File: src/rtl/pbs_pkg.sv
// Package: shared constants and types for the peripheral bus slave.
// Assumes a 16-bit data bus split into two byte lanes.
package pbs_pkg;
    localparam int BUS_DATA_W = 16;
    localparam int BUS_ADDR_W = 24;

    // Handshake state of the slave
    typedef enum logic [1:0] {
        S_IDLE = 2'd0,
        S_XFER = 2'd1,
        S_IACK = 2'd2
    } pbs_state_t;

    // Byte-lane write enables
    typedef struct packed {
        logic hi;
        logic lo;
    } pbs_lane_t;
endpackage

File: src/rtl/pbs_sync.sv
// Module: two-flop synchronizer for a group of asynchronous bus inputs.
// Assumes each bit is independent; RESET_VAL is the idle (negated) level.
module pbs_sync #(
    parameter int          WIDTH     = 6,
    parameter logic [WIDTH-1:0] RESET_VAL = '1
) (
    input  logic             clk,
    input  logic             rst_n,
    input  logic [WIDTH-1:0] async_i,
    output logic [WIDTH-1:0] sync_o
);
    logic [WIDTH-1:0] stage1_q;
    logic [WIDTH-1:0] stage2_q;

    // Two metastability-hardening stages
    always_ff @(posedge clk) begin
        if (!rst_n) begin
            stage1_q <= RESET_VAL;
            stage2_q <= RESET_VAL;
        end else begin
            stage1_q <= async_i;
            stage2_q <= stage1_q;
        end
    end

    assign sync_o = stage2_q;
endmodule

File: src/rtl/pbs_decode.sv
// Module: address window decoder.
// Assumes the address is stable while the strobe is asserted. The top two
// address bits are reserved and must be zero; the window holds 2**IDX_W words.
module pbs_decode #(
    parameter int ADDR_W = 24,
    parameter int IDX_W  = 2,
    parameter logic [ADDR_W-3:0] BASE_ADDR = '0
) (
    input  logic [ADDR_W-1:0] addr_i,
    output logic              hit_o,
    output logic [IDX_W-1:0]  idx_o,
    output logic              byte_sel_o
);
    localparam int LOW_W = IDX_W + 1;

    logic reserved_ok;
    logic window_ok;

    // Reserved bits must be zero, upper address must match the base
    always_comb begin
        reserved_ok = (addr_i[ADDR_W-1:ADDR_W-2] == 2'b00);
        window_ok   = (addr_i[ADDR_W-3:LOW_W] == BASE_ADDR[ADDR_W-3:LOW_W]);
        hit_o       = reserved_ok && window_ok;
    end

    assign idx_o      = addr_i[LOW_W-1:1];
    assign byte_sel_o = addr_i[0];
endmodule

File: src/rtl/pbs_regs.sv
// Module: register file of the slave with byte write enables.
// Assumes at most one write per bus cycle; the interrupt register holds a
// single pending flag, the control register's bit 0 selects 8-bit mode.
module pbs_regs
    import pbs_pkg::*;
#(
    parameter int DATA_W   = 16,
    parameter int IDX_W    = 2,
    parameter int CTRL_IDX = 2,
    parameter int IRQ_IDX  = 3
) (
    input  logic              clk,
    input  logic              rst_n,
    input  logic              wr_en_i,
    input  logic [IDX_W-1:0]  wr_idx_i,
    input  pbs_lane_t         wr_lane_i,
    input  logic [DATA_W-1:0] wr_data_i,
    input  logic              iack_clr_i,
    input  logic [IDX_W-1:0]  rd_idx_i,
    output logic [DATA_W-1:0] rd_word_o,
    output logic              narrow_o,
    output logic              pending_o
);
    localparam int NREGS  = 1 << IDX_W;
    localparam int BYTE_W = DATA_W / 2;

    logic [NREGS*DATA_W-1:0] words;
    logic                    pending_q;

    for (genvar g = 0; g < NREGS; g++) begin : g_reg
        if (g == IRQ_IDX) begin : g_irq
            // Pending flag: set or cleared by a write, cleared by interrupt acknowledge
            always_ff @(posedge clk) begin
                if (!rst_n) begin
                    pending_q <= 1'b0;
                end else if (wr_en_i && wr_idx_i == IDX_W'(g) && wr_lane_i.lo) begin
                    pending_q <= wr_data_i[0];
                end else if (iack_clr_i) begin
                    pending_q <= 1'b0;
                end
            end
            assign words[g*DATA_W +: DATA_W] = {{(DATA_W-1){1'b0}}, pending_q};
        end else begin : g_store
            logic [DATA_W-1:0] q;
            // Storage word with independent upper and lower byte enables
            always_ff @(posedge clk) begin
                if (!rst_n) begin
                    q <= '0;
                end else if (wr_en_i && wr_idx_i == IDX_W'(g)) begin
                    if (wr_lane_i.hi) q[DATA_W-1:BYTE_W] <= wr_data_i[DATA_W-1:BYTE_W];
                    if (wr_lane_i.lo) q[BYTE_W-1:0]      <= wr_data_i[BYTE_W-1:0];
                end
            end
            assign words[g*DATA_W +: DATA_W] = q;
        end
    end

    assign rd_word_o = words[rd_idx_i*DATA_W +: DATA_W];
    assign narrow_o  = words[CTRL_IDX*DATA_W];
    assign pending_o = pending_q;
endmodule

File: src/rtl/pbs_ctrl.sv
// Module: handshake controller of the slave.
// Starts a transfer on a synchronized strobe plus address hit, or an
// interrupt acknowledge when a request is pending; holds the acknowledge
// until every strobe is released. Raw address and data are assumed stable
// while the strobes are asserted.
module pbs_ctrl
    import pbs_pkg::*;
#(
    parameter int DATA_W = 16,
    parameter logic [7:0] IRQ_VECTOR = 8'h3C
) (
    input  logic              clk,
    input  logic              rst_n,
    input  logic              as_n_i,
    input  logic              sel_n_i,
    input  logic              rw_i,
    input  logic [1:0]        lane_n_i,
    input  logic              iack_n_i,
    input  logic              hit_i,
    input  logic              byte_sel_i,
    input  logic              narrow_i,
    input  logic              pending_i,
    input  logic [DATA_W-1:0] rd_word_i,
    input  logic [DATA_W-1:0] bus_data_i,
    output logic              dtack_n_o,
    output logic              data_oe_o,
    output logic [DATA_W-1:0] data_o,
    output logic              wr_en_o,
    output pbs_lane_t         wr_lane_o,
    output logic [DATA_W-1:0] wr_data_o,
    output logic              iack_clr_o
);
    localparam int BYTE_W = DATA_W / 2;

    pbs_state_t        state_q;
    logic              start_iack;
    logic              start_xfer;
    logic              release_all;
    logic              any_lane;
    logic [DATA_W-1:0] rd_sel;

    // Start and end conditions of a bus cycle
    always_comb begin
        start_iack  = (state_q == S_IDLE) && !iack_n_i && pending_i;
        start_xfer  = (state_q == S_IDLE) && !start_iack && !as_n_i && !sel_n_i && hit_i;
        release_all = as_n_i && iack_n_i;
        any_lane    = !lane_n_i[0] || !lane_n_i[1];
    end

    // Write strobes and data steering for 16-bit and 8-bit modes
    always_comb begin
        wr_en_o = start_xfer && !rw_i;
        if (narrow_i) begin
            wr_lane_o.hi = any_lane && !byte_sel_i;
            wr_lane_o.lo = any_lane && byte_sel_i;
            wr_data_o    = {bus_data_i[BYTE_W-1:0], bus_data_i[BYTE_W-1:0]};
        end else begin
            wr_lane_o.hi = !lane_n_i[0];
            wr_lane_o.lo = !lane_n_i[1];
            wr_data_o    = bus_data_i;
        end
        iack_clr_o = start_iack;
    end

    // Read data steering: 8-bit mode returns one byte on the low lane
    always_comb begin
        if (narrow_i) begin
            rd_sel = {{BYTE_W{1'b0}},
                      byte_sel_i ? rd_word_i[BYTE_W-1:0] : rd_word_i[DATA_W-1:BYTE_W]};
        end else begin
            rd_sel = rd_word_i;
        end
    end

    // Handshake state, acknowledge, output enable and read data register
    always_ff @(posedge clk) begin
        if (!rst_n) begin
            state_q   <= S_IDLE;
            dtack_n_o <= 1'b1;
            data_oe_o <= 1'b0;
            data_o    <= '0;
        end else begin
            case (state_q)
                S_IDLE: begin
                    if (start_iack) begin
                        state_q   <= S_IACK;
                        dtack_n_o <= 1'b0;
                        data_oe_o <= 1'b1;
                        data_o    <= {{(DATA_W-8){1'b0}}, IRQ_VECTOR};
                    end else if (start_xfer) begin
                        state_q   <= S_XFER;
                        dtack_n_o <= 1'b0;
                        data_oe_o <= rw_i;
                        data_o    <= rw_i ? rd_sel : '0;
                    end
                end
                S_XFER, S_IACK: begin
                    if (release_all) begin
                        state_q   <= S_IDLE;
                        dtack_n_o <= 1'b1;
                        data_oe_o <= 1'b0;
                    end
                end
                default: begin
                    state_q   <= S_IDLE;
                    dtack_n_o <= 1'b1;
                    data_oe_o <= 1'b0;
                end
            endcase
        end
    end
endmodule

File: src/rtl/pbs_slave.sv
// Module: top of the peripheral bus slave.
// Synchronizes the bus strobes, decodes the register window, runs the
// handshake and holds the register file. The data pad is split into
// input, output and output enable for a tri-state driver outside.
module pbs_slave
    import pbs_pkg::*;
#(
    parameter int ADDR_W = BUS_ADDR_W,
    parameter int DATA_W = BUS_DATA_W,
    parameter int IDX_W  = 2,
    parameter logic [ADDR_W-3:0] BASE_ADDR  = 22'h012340,
    parameter logic [7:0]        IRQ_VECTOR = 8'h3C
) (
    input  logic              clk,
    input  logic              rst_n,
    input  logic [ADDR_W-1:0] addr_i,
    input  logic [DATA_W-1:0] data_i,
    output logic [DATA_W-1:0] data_o,
    output logic              data_oe_o,
    input  logic              as_n_i,
    input  logic              sel_n_i,
    input  logic              rw_i,
    input  logic [1:0]        lane_n_i,
    input  logic              iack_n_i,
    output logic              dtack_n_o,
    output logic              size8_o,
    output logic              irq_n_o
);
    localparam int SYNC_W   = 6;
    localparam int CTRL_IDX = 2;
    localparam int IRQ_IDX  = 3;

    logic [SYNC_W-1:0] sync_in;
    logic [SYNC_W-1:0] sync_out;
    logic              as_s_n, sel_s_n, rw_s, iack_s_n;
    logic [1:0]        lane_s_n;
    logic              hit, byte_sel, narrow, pending, wr_en, iack_clr;
    logic [IDX_W-1:0]  idx;
    pbs_lane_t         wr_lane;
    logic [DATA_W-1:0] wr_data, rd_word;

    assign sync_in = {as_n_i, sel_n_i, rw_i, lane_n_i, iack_n_i};
    assign {as_s_n, sel_s_n, rw_s, lane_s_n, iack_s_n} = sync_out;

    pbs_sync #(.WIDTH(SYNC_W), .RESET_VAL('1)) u_sync (
        .clk     (clk),
        .rst_n   (rst_n),
        .async_i (sync_in),
        .sync_o  (sync_out)
    );

    pbs_decode #(.ADDR_W(ADDR_W), .IDX_W(IDX_W), .BASE_ADDR(BASE_ADDR)) u_decode (
        .addr_i     (addr_i),
        .hit_o      (hit),
        .idx_o      (idx),
        .byte_sel_o (byte_sel)
    );

    pbs_regs #(.DATA_W(DATA_W), .IDX_W(IDX_W), .CTRL_IDX(CTRL_IDX), .IRQ_IDX(IRQ_IDX)) u_regs (
        .clk        (clk),
        .rst_n      (rst_n),
        .wr_en_i    (wr_en),
        .wr_idx_i   (idx),
        .wr_lane_i  (wr_lane),
        .wr_data_i  (wr_data),
        .iack_clr_i (iack_clr),
        .rd_idx_i   (idx),
        .rd_word_o  (rd_word),
        .narrow_o   (narrow),
        .pending_o  (pending)
    );

    pbs_ctrl #(.DATA_W(DATA_W), .IRQ_VECTOR(IRQ_VECTOR)) u_ctrl (
        .clk        (clk),
        .rst_n      (rst_n),
        .as_n_i     (as_s_n),
        .sel_n_i    (sel_s_n),
        .rw_i       (rw_s),
        .lane_n_i   (lane_s_n),
        .iack_n_i   (iack_s_n),
        .hit_i      (hit),
        .byte_sel_i (byte_sel),
        .narrow_i   (narrow),
        .pending_i  (pending),
        .rd_word_i  (rd_word),
        .bus_data_i (data_i),
        .dtack_n_o  (dtack_n_o),
        .data_oe_o  (data_oe_o),
        .data_o     (data_o),
        .wr_en_o    (wr_en),
        .wr_lane_o  (wr_lane),
        .wr_data_o  (wr_data),
        .iack_clr_o (iack_clr)
    );

    assign size8_o = narrow;
    assign irq_n_o = !pending;
endmodule

File: config.mk
export PLATFORM = sky130hd
export DESIGN_NAME = pbs_slave
export DESIGN_NICKNAME = d
export VERILOG_FILES = /design/src/rtl/pbs_pkg.sv /design/src/rtl/pbs_sync.sv /design/src/rtl/pbs_decode.sv /design/src/rtl/pbs_regs.sv /design/src/rtl/pbs_ctrl.sv /design/src/rtl/pbs_slave.sv
export SDC_FILE = /design/constraint.sdc
export NUM_CORES = 1
export LEC_CHECK = 0
export BUFFER_PORTS_ARGS = -buffer_cell sky130_fd_sc_hd__buf_2
export CORE_AREA = 4 4 103 86
export CTS_CLUSTER_DIAMETER = 60
export CTS_CLUSTER_SIZE = 30
export DETAILED_ROUTE_END_ITERATION = 6
export DIE_AREA = 0 0 107 90
export PLACE_DENSITY = 0.76
export SKIP_LAST_GASP = 1
export SLEW_MARGIN = 40
export SYNTH_ARGS = -nofsm -noshare
export SYNTH_HDL_FRONTEND = slang
export SYNTH_SLANG_ARGS = --single-unit
File: constraint.sdc
create_clock -name clk -period 3.9 [get_ports clk]
set_clock_uncertainty 0.2 [all_clocks]
set_input_delay 0.195 -clock clk [delete_from_list [all_inputs] [get_ports clk]]
set_output_delay 0.195 -clock clk [all_outputs]
set_load 0.05 [all_outputs]
# [Yosys cells after proc, flatten, opt, wreduce, memory -nomap -nowiden]
# Cells that the tools add are included.
[classes] mux=21 shift=1 n_reduce_logical=40 n_eq_ne=8
[op_table] op="$mux 16" count=5
[op_table] op="$shiftx 64x7->16" count=1
[op_table] op="$eq 19x14->1 const B" count=1
[op_table] op="$logic_and 1x1->1" count=16
[op_table] op="$reduce_and 2->1" count=8
[op_table] op="$logic_not 1->1" count=9
[op_table] op="$mux 1" count=8
[op_table] op="$mux 2" count=4
[op_table] op="$mux 8" count=1
[op_table] op="$eq 2x2->1 const B" count=3
[op_table] op="$logic_not 2->1" count=3
[op_table] op="$eq 2x1->1 const B" count=2
[op_table] op="$pmux 1 s2" count=2
[op_table] op="$pmux 2 s2" count=1
[op_table] op="$reduce_bool 2->1" count=2
[op_table] op="$ne 3x2->1 const B" count=1
[op_table] op="$ne 2x1->1 const B" count=1
[op_table] op="$reduce_or 2->1" count=1
[op_table] op="$logic_or 1x1->1" count=1
[totals] reg_bits=81

# [Logic depth before layout (Yosys ltp)]
# Gate-level depths: netlist (run 1).
[depth] depth_word=12 mapped_depth=7 depth_no_buf=6

# [Modules after synthesis]
# Synthesis (run 1) repeated with hierarchy kept, for this count alone.
[unflattened] cells_unflattened=388 area_unflattened_um2=3818.7
[modules_own_cells] module="pbs_regs" area_each_um2=2250.9 cells_each=221 instances=1
[modules_own_cells] module="pbs_ctrl" area_each_um2=1131.1 cells_each=129 instances=1
[modules_own_cells] module="pbs_sync" area_each_um2=339.1 cells_each=25 instances=1
[modules_own_cells] module="pbs_decode" area_each_um2=93.8 cells_each=12 instances=1
[modules_own_cells] module="pbs_slave" area_each_um2=3.8 cells_each=1 instances=1

# [Least setup slack after synthesis (run 1)]
# Ideal clock, no wire load.
[synth_path] kind="register to register" startpoint="register u_regs.g_reg[2].g_store.q[0]" endpoint="register u_regs.g_reg[1].g_store.q[10]" synth_period_minus_slack_ns=2.242 setup_ns=0.072 setup_slack_ns=1.658 path_buffers=1 stages_incl_launch_ff=6 t_arrival_ns=1.970 t_required_ns=3.628 cell_sequence="dfxtp_1 -> clkbuf_1 -> nand2b_1 -> a22o_1 -> nor4_4 -> mux2i_1"
[synth_between] elab_chain_cells=2 word_cells_on_any_way=3 classes_between="mux (2); reduce/logical (1)"
[synth_lines] item="start, declared" line_no="pbs_regs.sv:44" text="logic [DATA_W-1:0] q;"
[synth_lines] item="start signal, assigned by index" line_no="pbs_regs.sv:50" text="if (wr_lane_i.hi) q[DATA_W-1:BYTE_W] <= wr_data_i[DATA_W-1:BYTE_W];"
[synth_lines] item="start signal, assigned by index" line_no="pbs_regs.sv:51" text="if (wr_lane_i.lo) q[BYTE_W-1:0] <= wr_data_i[BYTE_W-1:0];"
[synth_lines] item="$mux 2" line_no="pbs_ctrl.sv:53" text="if (narrow_i) begin"
[synth_lines] item="$reduce_and 2->1 (no line)"
[synth_lines] item="end signal, assigned by index" line_no="pbs_regs.sv:50"
[synth_lines] item="end signal, assigned by index" line_no="pbs_regs.sv:51"
[synth_lines] item="end, declared" line_no="pbs_regs.sv:44"
# Parallel ways exist; a longest one is shown, timed or not.
# A chain may end at the register's enable or synchronous reset.

# [Worst setup path in the final report (run 1)]
[layout_path] startpoint="register u_ctrl.state_q[0]" endpoint="register u_regs.g_reg[2].g_store.q[13]"
[layout_between] elab_chain_cells=11
[layout_lines] item="start, declared" line_no="pbs_ctrl.sv:35" text="pbs_state_t state_q;"
[layout_lines] item="start signal, assigned" line_no="pbs_ctrl.sv:78" text="state_q <= S_IDLE;"
[layout_lines] item="start signal, assigned" line_no="pbs_ctrl.sv:86" text="state_q <= S_IACK;"
[layout_lines] item="start signal, assigned" line_no="pbs_ctrl.sv:91" text="state_q <= S_XFER;"
[layout_lines] item="$logic_not 2->1 (*)" line_no="pbs_ctrl.sv:44, pbs_ctrl.sv:45"
[layout_lines] item="$logic_and 1x1->1 (2 in series)" line_no="pbs_ctrl.sv:44" text="start_iack = (state_q == S_IDLE) && !iack_n_i && pending_i;"
[layout_lines] item="$logic_not 1->1" line_no="pbs_ctrl.sv:45" text="start_xfer = (state_q == S_IDLE) && !start_iack && !as_n_i && !sel_n_i && hit_i;"
[layout_lines] item="$logic_and 1x1->1 (*) (4 in series)" line_no="pbs_ctrl.sv:45"
[layout_lines] item="$logic_and 1x1->1 (*)" line_no="pbs_ctrl.sv:52" text="wr_en_o = start_xfer && !rw_i;"
[layout_lines] item="$logic_and 1x1->1 (*)" line_no="pbs_regs.sv:49" text="end else if (wr_en_i && wr_idx_i == IDX_W'(g)) begin"
[layout_lines] item="$reduce_and 2->1 (no line) (*)"
# Mark *: on every way between the ends. The rest lies on a longest branch, timed or not.

==> results.tsv, run 1 <==
stage	metric	value	unit
status	status	complete, no violations	
drt	wl_per_cell	16.0	µm
drt	vias_per_cell	5.35	
sta	fin_tns_setup	0	ps
synthesis	yosys.area_share.adder	0.334	%
drt	wl	9.18	mm
synthesis	syn_area	3740	µm²
clock_network	clock_path_buffers	2	
sta	fin_crit_sh	68.3	%
synthesis	avgSynthCellArea	9.60	µm²
power_and_ir_drop	powerDensity	365	nW/µm²
synthesis	synthTopCellsByArea	dfxtp_1 (43%), mux2i_1 (19%), nand2_1 (9.0%), mux2_2 (4.2%), nand2b_1 (3.0%)	
synthesis	ys.warnings.count	0	
critical_path	cp_max_fo	8	
synthesis	synth_compound_area_share	10.3	%
synthesis	yosysSeqAreaShare	43.3	%
synthesis	synthXorXnorAreaFrac	0	%
clock_network	postCtsSetupRepairBufs	0	
die	die_w	107	µm
synthesis	synthCells	390	
critical_path	crit_required	3970	ps
synthesis	synth_nets	439	
clock_network	post_cts_resized	0	
power_and_ir_drop	ir_worst_vdd	238	µV
grt	grt_start_max_net_pins	100	
layout	fin_area	4510	µm²
synthesis	synth_simple_gate_area_share	19.2	%
clock_network	htree_levels	3	
layout	fin_cells	572	
layout	finalNetCount	508	
clock_network	cts_tree	built	
critical_path	critical_path.top_delay_family	simple AND/OR/NAND/NOR gates	
critical_path	crit_top_cell	inv_1	
placed_design	port_buffers	67	
sta	finalSetupViolations	0	
flow_run	maxCapViolations	0	
die	dieArea	9630	µm²
layout	area_growth	20.6	%
die	ioPinCount	68	
min_path	hp-class	primary input to flip-flop	
critical_path	crit_cells	6	
sta	period_minus_slack	2660	ps
min_path	holdPathStages	4	
grt	grt_pass1_wl	15.2	mm
layout	final_cell_mix	nand2_1 (90), dfxtp_1 (81), mux2i_1 (71)	
clock_network	cts_inserted_buffers	9	
sta	timing.fmax	375	MHz
die	dieHeight	90	µm
critical_path	critical_path.cell_chain	inv_1 > ha_1 > inv_1 > nor4_1 > nand4_1 > mux2i_1	
drt	drc	0	
clock_network	cts.sinks	81	
critical_path	reg2reg_depth	6	
die	start_util	48.2	%
critical_path	cp_data_arrival_time	2730	ps
clock_network	hold_buffers	14	
synthesis	synth_top_family_by_area	multiplexers	
clock_network	worstSkewPairLatency	350	ps
grt	first_global_vias	3031	
power_and_ir_drop	p_leak	0.00192	µW
placed_design	gp_congestion	0.885	
synthesis	synth_largest_area_cell	dfxtp_1	
drt	antenna_left	0	
sta	finalHoldViolations	0	
placed_design	dp_hpwl	6.44	mm
synthesis	synth_edf_count	0	
critical_path	rrSetupSlack	1240	ps
synthesis	synth_top_area_share	43.3	%
sta	rsz0062_at_grt	false	
grt	grt_overflow_total	0	
grt	grt.total_usage	19.5	%
sta	relSlewSlack	46.8	%
critical_path	crit_path_end_kind	flip-flop	
drt	drtIter0Drc	186	
drt	drtPass1Iterations	6	
synthesis	synth_mux_area_share	23.2	%
clock_network	path_clk_slew	80	ps
clock_network	cts-root-buf	clkbuf_8	
sta	drv_slew	0	
critical_path	start_kind	flip-flop	
critical_path	max_stage_delay	720	ps
layout	final_common_cell	nand2_1	
synthesis	async_flop_share	0	%
placed_design	placedCellCount	541	
die	fp.coreArea	7760	µm²
sta	worstMarginPinSlew	793	ps
layout	antenna_cells	0	
critical_path	crit_type	flip-flop to flip-flop	
critical_path	slowest_stage	nand4_1	
die	rows	29	
synthesis	yosysUniqueCellTypes	46	
synthesis	ys.flop_type	dfxtp_1	
layout	drive_above_1_share	23.3	%
drt	vias	3058	
critical_path	critPathBufInv	2	
synthesis	ys_ff_latch	81	
grt	antenna_found_initial	0	
placed_design	postPlaceCellArea	4120	µm²
==> layer usage <==
metal	share of wire, %	vias to the layer above	GRT usage (%)
met4	0.58	0	4.90
met1	48	1432	27.5
met5	0	-	0
met2	45	96	30.1
li1	-	1522	-
met3	5.6	8	4.66
==> Yosys cell counts, types with 6 or more instances <==
library cell	number
mux2_2	14
nand2_1	90
o2bb2ai_1	8
nand4_1	6
clkbuf_1	22
nand2b_1	18
inv_1	6
mux2i_1	71
dfxtp_1	81
==> flip-flops by register name (all words and copies together) (netlist names) <==
signal and count:
u_regs.g.g_store.q 48, u_ctrl.data_o 16, u_sync.stage1_q 6, u_sync.sync_o 6, u_ctrl.state_q 2, u_ctrl.data_oe_o 1
u_ctrl.dtack_n_o 1, u_regs.pending_o 1
==> cells by family (layout without fill, tap and decap cells) <==
logic type      after synthesis  in the layout
flops                        81             81
compound gates               47             47
fa+ha+maj                     1              1
mux                          85             85
buf+inv                      33            107
simple gates                143            143
==> path summary, 6_finish.rpt <==
kind,start,endpoint
setup reg to reg,u_ctrl.state_q[0]$_SDFFE_PN0P_,u_regs.g_reg[2].g_store.q[13]$_SDFFE_PN0P_
hold reg to reg,u_sync.stage1_q[5]$_SDFF_PN1_,u_sync.sync_o[5]$_SDFF_PN1_
hold / removal,data_i[12],u_regs.g_reg[2].g_store.q[12]$_SDFFE_PN0P_
setup / recovery,u_ctrl.state_q[0]$_SDFFE_PN0P_,u_regs.g_reg[2].g_store.q[13]$_SDFFE_PN0P_
==> stage by stage <==
step | setup slack (ps) | utilization (%) | hold slack, ps | total power [µW]
global route | 1050 | 58.1 | 99.1 | 1700
floorplan | 1660 | - | 96.5 | 903
global placement | 1390 | 53.0 | 175 | 939
finish | 1240 | 58.1 | 87.4 | 1650
CTS | 1330 | 58.0 | 84.4 | 1650
detailed placement | 1300 | 53.1 | 180 | 941
==> tightest hold or removal path, stage by stage <==
cell	delay, ps
buf_2	70
mux2_2	130
nand2_1	80
mux2i_1	120
==> layout make-up <==
cell class	instances	area [µm²]
Fill cell	725	3250
Multi-Input combinational cell	276	1990
Sequential cell	81	1620
Timing Repair Buffer	84	502
Clock buffer	12	165
Tap cell	108	135
Clock inverter	4	73.8
Inverter	7	26.3
==> power by group <==
part	switching [µW]	internal (µW)	total [µW]
sequential	2.98	832	835
clock	302	413	716
combinational	53.8	44.8	98.7
No activity file was read; power rests on OpenSTA's default activity.
==> run 2, diff against run 1 <==
Clock period 3.9 ns to 2.7 ns, I/O delays scaled along.
==> run 2 against run 1 <==
  * Clock-buffer cell count shrank 2
  * Register-to-register slack worse by 780 ps
  * Maximum frequency grew 19%
  * Non-clock buffer count grew 12
  * Global-route usage decreased by 0.060 points
  * Combinational power up 48%
==> results.tsv, run 2 (synthesis results as in run 1) <==
stage	metric	value	unit	change
status	status	complete, no violations		unchanged
grt	grt_pass1_wl	15.2	mm	about the same
layout	fillers	705		was 725
grt	grt_start_max_net_pins	58		was 100
sta	timing.fmax	446	MHz	was 375 MHz
placed_design	dp_hpwl	6.80	mm	was 6.44 mm
critical_path	start_kind	flip-flop		unchanged
min_path	holdPathStages	4		unchanged
placed_design	postPlaceCellArea	4210	µm²	was 4120 µm²
clock_network	cts_tree	built		unchanged
critical_path	crit_type	flip-flop to flip-flop		unchanged
sta	finalSetupViolations	0		unchanged
power_and_ir_drop	ir_worst_vdd	343	µV	was 238 µV
critical_path	crit_path_end_kind	flip-flop		unchanged
die	die_w	107	µm	unchanged
grt	grt_overflow_total	0		unchanged
min_path	hp-start	data_i[11]		was data_i[12]
layout	top_regs	u_regs.g.g_store.q x48, u_ctrl.data_o x16		unchanged
layout	utilization	58.8	%	was 58.1%
power_and_ir_drop	powerDensity	501	nW/µm²	was 365 nW/µm²
grt	grt.total_usage	19.5	%	about the same
sta	fin_crit_sh	83.1	%	was 68.3%
layout	area_growth	22.1	%	was 20.6%
clock_network	cts_inserted_buffers	9		unchanged
sta	fin_tns_setup	0	ps	unchanged
die	rows	29		unchanged
critical_path	cp_max_fo	8		unchanged
clock_network	htree_levels	3		unchanged
die	start_util	48.2	%	unchanged
grt	first_global_vias	3108		was 3,031
layout	largest_reg_flops	48		unchanged
clock_network	post_cts_resized	0		unchanged
die	fp.coreArea	7760	µm²	unchanged
layout	fin_cells	584		was 572
drt	antenna_left	0		unchanged
critical_path	reg2reg_from	u_ctrl.state_q[1]$_SDFFE_PN0P_		was u_ctrl.state_q[0]$_SDFFE_PN0P_
sta	finalHoldViolations	0		unchanged
layout	finalNetCount	520		was 508
layout	fin_area	4570	µm²	was 4510 µm²
critical_path	rr_endpoint	u_regs.g_reg[2].g_store.q[1]$_SDFFE_PN0P_		was u_regs.g_reg[2].g_store.q[13]$_SDFFE_PN0P_
sta	period_minus_slack	2240	ps	was 2660 ps
clock_network	clock_path_buffers	2		unchanged
drt	drtPass1Iterations	4		was 6
flow_run	maxCapViolations	0		unchanged
sta	worstMarginPinSlew	629	ps	was 793 ps
drt	wl	9.25	mm	was 9.18 mm
sta	rsz0062_at_grt	false		unchanged
sta	relSlewSlack	58.0	%	was 46.8%
power_and_ir_drop	p_leak	0.00196	µW	was 0.00192 µW
layout	final_cell_mix	nand2_1 (90), dfxtp_1 (81), mux2i_1 (71)		unchanged
min_path	hp-class	primary input to flip-flop		unchanged
critical_path	worstSetupStartpoint	u_ctrl.state_q[1]$_SDFFE_PN0P_		was u_ctrl.state_q[0]$_SDFFE_PN0P_
critical_path	crit_required	2780	ps	was 3970 ps
layout	final_common_cell	nand2_1		unchanged
critical_path	reg2reg_depth	7		was 6
critical_path	cp_data_arrival_time	2320	ps	was 2730 ps
drt	drtIter0Drc	162		was 186
layout	antenna_cells	0		unchanged
die	dieHeight	90	µm	unchanged
min_path	min_to	u_regs.g_reg[2].g_store.q[11]$_SDFFE_PN0P_		was u_regs.g_reg[2].g_store.q[12]$_SDFFE_PN0P_
clock_network	cts.sinks	81		unchanged
critical_path	rrSetupSlack	460	ps	was 1240 ps
grt	antenna_found_initial	0		unchanged
clock_network	path_clk_slew	80	ps	about the same
layout	drive_above_1_share	24.6	%	was 23.3%
drt	wl_per_cell	15.8	µm	was 16.0 µm
placed_design	gp_congestion	0.902		was 0.885
sta	drv_slew	0		unchanged
layout	regMostFlops	u_regs.g.g_store.q		unchanged
drt	vias_per_cell	5.37		was 5.35
die	ioPinCount	68		unchanged
die	dieArea	9630	µm²	unchanged
placed_design	placedCellCount	553		was 541
drt	vias	3137		was 3,058
clock_network	cts-root-buf	clkbuf_8		unchanged
clock_network	worstSkewPairLatency	350	ps	about the same
drt	drc	0		unchanged
placed_design	port_buffers	67		unchanged
==> run 2: changes by cell type in the layout (fill, tap and decap cells not counted) <==
cell,delta
buf_4,+12
buf_6,-1
clkbuf_1,+1
clkbuf_8,-3
clkinv_2,+2
clkinv_4,-1
clkinvlp_4,+1
dlygate4sd3_1,+1
nor3_1,+1
nor3_2,-1
==> run 2: metal layers <==
metal | GRT usage [%] | up-vias | wire, µm
li1 | - | 1534 | -
met1 | 26.2 | 1497 | 4150
met2 | 30.4 | 90 | 4330
met3 | 5.30 | 16 | 628
met4 | 6.07 | 0 | 142
met5 | 0 | - | 0
==> run 2: worst max-delay path by stage <==
stage,slack [ps],to,cells past startpoint
2_1_floorplan,460,u_regs.g_reg[1].g_store.q[10]$_SDFFE_PN0P_,5
3_3_place_gp,540,u_regs.g_reg[1].g_store.q[14]$_SDFFE_PN0P_,6
3_5_place_dp,510,u_regs.g_reg[1].g_store.q[12]$_SDFFE_PN0P_,6
4_1_cts,470,u_regs.g_reg[2].g_store.q[3]$_SDFFE_PN0P_,7
5_1_grt,290,u_regs.g_reg[2].g_store.q[3]$_SDFFE_PN0P_,7
6_report,460,u_regs.g_reg[2].g_store.q[1]$_SDFFE_PN0P_,7
==> run 2: metrics by stage <==
stage	worst slack [ps]	power [µW]	hold slack, ps
5_1_grt	293	2370	37.4
2_1_floorplan	458	1300	36.5
4_1_cts	472	2310	22.6
3_5_place_dp	514	1360	121
3_3_place_gp	545	1360	117
6_report	456	2290	25.9
==> run 2: final cells by class <==
cell class                 count  area (µm²)  share of cell area (%)
timing repair buffer          96         591                    12.9
inverter                       7        26.3                   0.575
clock inverter                 6        82.6                    1.81
sequential                    81        1620                    35.5
clock buffer                  10         128                    2.79
tap                          108         135                    2.96
multi-input combinational    276        1990                    43.5
==> run 2: power breakdown <==
group          switching (µW)  leakage (µW)  internal [µW]
Sequential               4.50      0.000655           1200
Clock                     422      0.000106            516
Combinational            78.8       0.00120           67.6
Total                     505       0.00196           1790
==> run 2: repair_timing <==
action                                 4_1_cts  5_1_grt
endpoints found under the hold margin       34        0
setup buffers                                0        0
hold buffers                                15        0
==> run 2: critical path, cell delays in order, from the launching register on <==
cell and delay (ps):
dfxtp_1 330, inv_1 60, ha_1 270, inv_1 110
nor4_1 250, buf_4 180, and4_1 520, mux2i_1 250
==> run 3, diff against run 2 <==
Settings changed: PLACE_DENSITY 0.76 to 0.79.
Clock period 2.7 ns to 1.9 ns, I/O delays scaled along.
==> run 3 against run 2 <==
  * Worst hold slack got worse by 7.2 ps
  * Final area increased by 7.7%
  * Flip-flop and latch count unchanged
  * Utilization increased by 4.6 points
  * Worst setup slack got worse by 440 ps
  * Largest cell class unchanged
  * Largest power group unchanged
==> results.tsv, run 3 (synthesis results as in run 1) <==
stage	metric	value	unit	change
critical_path	crit_required	1990	ps	was 2780 ps
critical_path	start_kind	flip-flop		unchanged
critical_path	crit_top_cell	nor4_4		was inv_1
drt	antenna_left	0		unchanged
power_and_ir_drop	ir_worst_vdd	441	µV	was 343 µV
clock_network	cts_inserted_buffers	9		unchanged
die	fp.coreArea	7760	µm²	unchanged
grt	grt.total_usage	21.4	%	was 19.5%
drt	drtPass1Iterations	4		unchanged
status	status	complete, no violations		unchanged
grt	grt_start_max_net_pins	57		was 58
grt	grt_overflow_total	0		unchanged
drt	vias_per_cell	5.48		was 5.37
grt	grt_pass1_wl	16.5	mm	was 15.2 mm
critical_path	crit_path_end_kind	flip-flop		unchanged
min_path	hp-start	data_i[10]		was data_i[11]
die	rows	29		unchanged
critical_path	cp_data_arrival_time	1980	ps	was 2320 ps
layout	final_common_cell	nand2_1		unchanged
critical_path	crit_cells	6		was 7
critical_path	max_stage_delay	340	ps	was 520 ps
critical_path	reg2reg_from	u_sync.sync_o[4]$_SDFF_PN1_		was u_ctrl.state_q[1]$_SDFFE_PN0P_
clock_network	htree_levels	3		unchanged
sta	rsz0062_at_grt	true		was false
die	start_util	48.2	%	unchanged
sta	finalSetupViolations	0		unchanged
layout	antenna_cells	0		unchanged
die	dieHeight	90	µm	unchanged
placed_design	postPlaceCellArea	4480	µm²	was 4210 µm²
drt	wl_per_cell	16.8	µm	was 15.8 µm
power_and_ir_drop	powerDensity	662	nW/µm²	was 501 nW/µm²
critical_path	reg2reg_depth	6		was 7
sta	timing.fmax	531	MHz	was 446 MHz
die	dieArea	9630	µm²	unchanged
clock_network	path_clk_slew	80	ps	about the same
sta	timing.final.ws_setup	17.1	ps	was 456 ps
grt	first_global_vias	3332		was 3,108
flow_run	maxCapViolations	0		unchanged
layout	final_cell_mix	nand2_1 (90), dfxtp_1 (78), mux2i_1 (71)		was nand2_1 (90), dfxtp_1 (81), mux2i_1 (71)
critical_path	worstSetupStartpoint	u_sync.sync_o[4]$_SDFF_PN1_		was u_ctrl.state_q[1]$_SDFFE_PN0P_
sta	relSlewSlack	70.7	%	was 58.0%
critical_path	critPathBufInv	2		was 3
sta	period_minus_slack	1880	ps	was 2240 ps
layout	top_regs	u_regs.g.g_store.q x48, u_ctrl.data_o x16		unchanged
layout	finalNetCount	547		was 520
layout	largest_reg_flops	48		unchanged
placed_design	place_ws	-142	ps	was 514 ps
layout	area_growth	31.6	%	was 22.1%
sta	worstMarginPinSlew	440	ps	was 629 ps
placed_design	gp_congestion	0.842		was 0.902
layout	utilization	63.4	%	was 58.8%
critical_path	critical_path.cell_chain	nor4_4 > nand4_1 > buf_6 > nor4_4 > buf_12 > mux2i_1		was inv_1 > ha_1 > inv_1 > nor4_1 > buf_4 > and4_1 > mux2i_1
die	die_w	107	µm	unchanged
layout	regMostFlops	u_regs.g.g_store.q		unchanged
die	ioPinCount	68		unchanged
layout	drive_above_1_share	30.6	%	was 24.6%
min_path	hp-class	primary input to flip-flop		unchanged
critical_path	crit_type	flip-flop to flip-flop		unchanged
layout	fin_area	4920	µm²	was 4570 µm²
sta	fin_crit_sh	99.1	%	was 83.1%
critical_path	slowest_stage	nor4_4		was and4_1
sta	drv_slew	0		unchanged
sta	finalHoldViolations	0		unchanged
drt	wl	10.2	mm	was 9.25 mm
placed_design	port_buffers	67		unchanged
power_and_ir_drop	p_leak	0.00211	µW	was 0.00196 µW
clock_network	cts_tree	built		unchanged
clock_network	worstSkewPairLatency	370	ps	was 350 ps
critical_path	critical_path.top_delay_family	simple AND/OR/NAND/NOR gates		unchanged
layout	fillers	631		was 705
drt	drtIter0Drc	270		was 162
drt	vias	3347		was 3,137
sta	holdWs	18.7	ps	was 25.9 ps
critical_path	cp_max_fo	8		unchanged
clock_network	clock_path_buffers	2		unchanged
drt	drc	0		unchanged
clock_network	cts.sinks	81		unchanged
grt	antenna_found_initial	0		unchanged
clock_network	cts-root-buf	clkbuf_8		unchanged
placed_design	dp_hpwl	7.17	mm	was 6.80 mm
min_path	holdPathStages	4		unchanged
## run 3: cell types whose count changed in the layout (fill, tap and decap cells not counted), moves of 3 or more
cell,previous run,this run
dlygate4sd3_1,15,19
buf_12,0,6
dfxtp_1,81,78
inv_1,6,3
nor4_4,2,5
buf_4,14,30
## run 3: layout make-up
| class | instances | area [µm²] | area share (%) |
|---|---|---|---|
| Clock buffer | 10 | 138 | 2.80 |
| Timing Repair Buffer | 123 | 882 | 17.9 |
| Multi-Input combinational cell | 276 | 2050 | 41.6 |
| Clock inverter | 6 | 65.1 | 1.32 |
| Inverter | 7 | 28.8 | 0.584 |
| Tap cell | 108 | 135 | 2.74 |
| Sequential cell | 81 | 1630 | 33.1 |
## run 3: power by group
part	total (µW)	leakage (µW)	internal [µW]	switching [µW]
Clock	1300	0.0000992	645	656
Sequential	1710	0.000656	1710	7.56
Combinational	244	0.00135	120	124
Total	3260	0.00211	2470	787
## run 3: worst paths after layout
kind / slack [ps] / end
max: 20 / u_regs.g_reg[1].g_store.q[6]$_SDFFE_PN0P_
min: 20 / u_regs.g_reg[0].g_store.q[10]$_SDFFE_PN0P_
max reg2reg: 20 / u_regs.g_reg[1].g_store.q[6]$_SDFFE_PN0P_
min reg2reg: 210 / u_sync.sync_o[3]$_SDFF_PN1_
## run 3: per-layer routing
layer  vias up  wire (µm)  GRT usage, %
met5         -          0             0
met2       120       4640          33.2
met4         0        142          7.03
li1       1602          -             -
met3        19        741          6.02
met1      1606       4710          28.8
## run 3: stage by stage
| stage | setup TNS [ps] | instances | power (µW) |
|---|---|---|---|
| finish | 0 | 611 | 3260 |
| floorplan | -2440 | 390 | 1850 |
| CTS | 0 | 610 | 3270 |
| global placement | -2090 | 575 | 1950 |
| global route | -463 | 611 | 3370 |
| detailed placement | -3110 | 575 | 1960 |
## run 3: worst min-delay path: cells and delay by family
family	cells	cell delay (ps)
buf+inv	1	80
mux	2	270
simple gates	1	100
## run 3: timing repair
action / in CTS / in global routing
hold buffers: 19 / 0
buffers inserted: 0 / 1
endpoints found under the setup margin: 13 / 56
resized for setup: 3 / 11
pin swaps: 2 / 8
hold endpoints to repair: 44 / 0
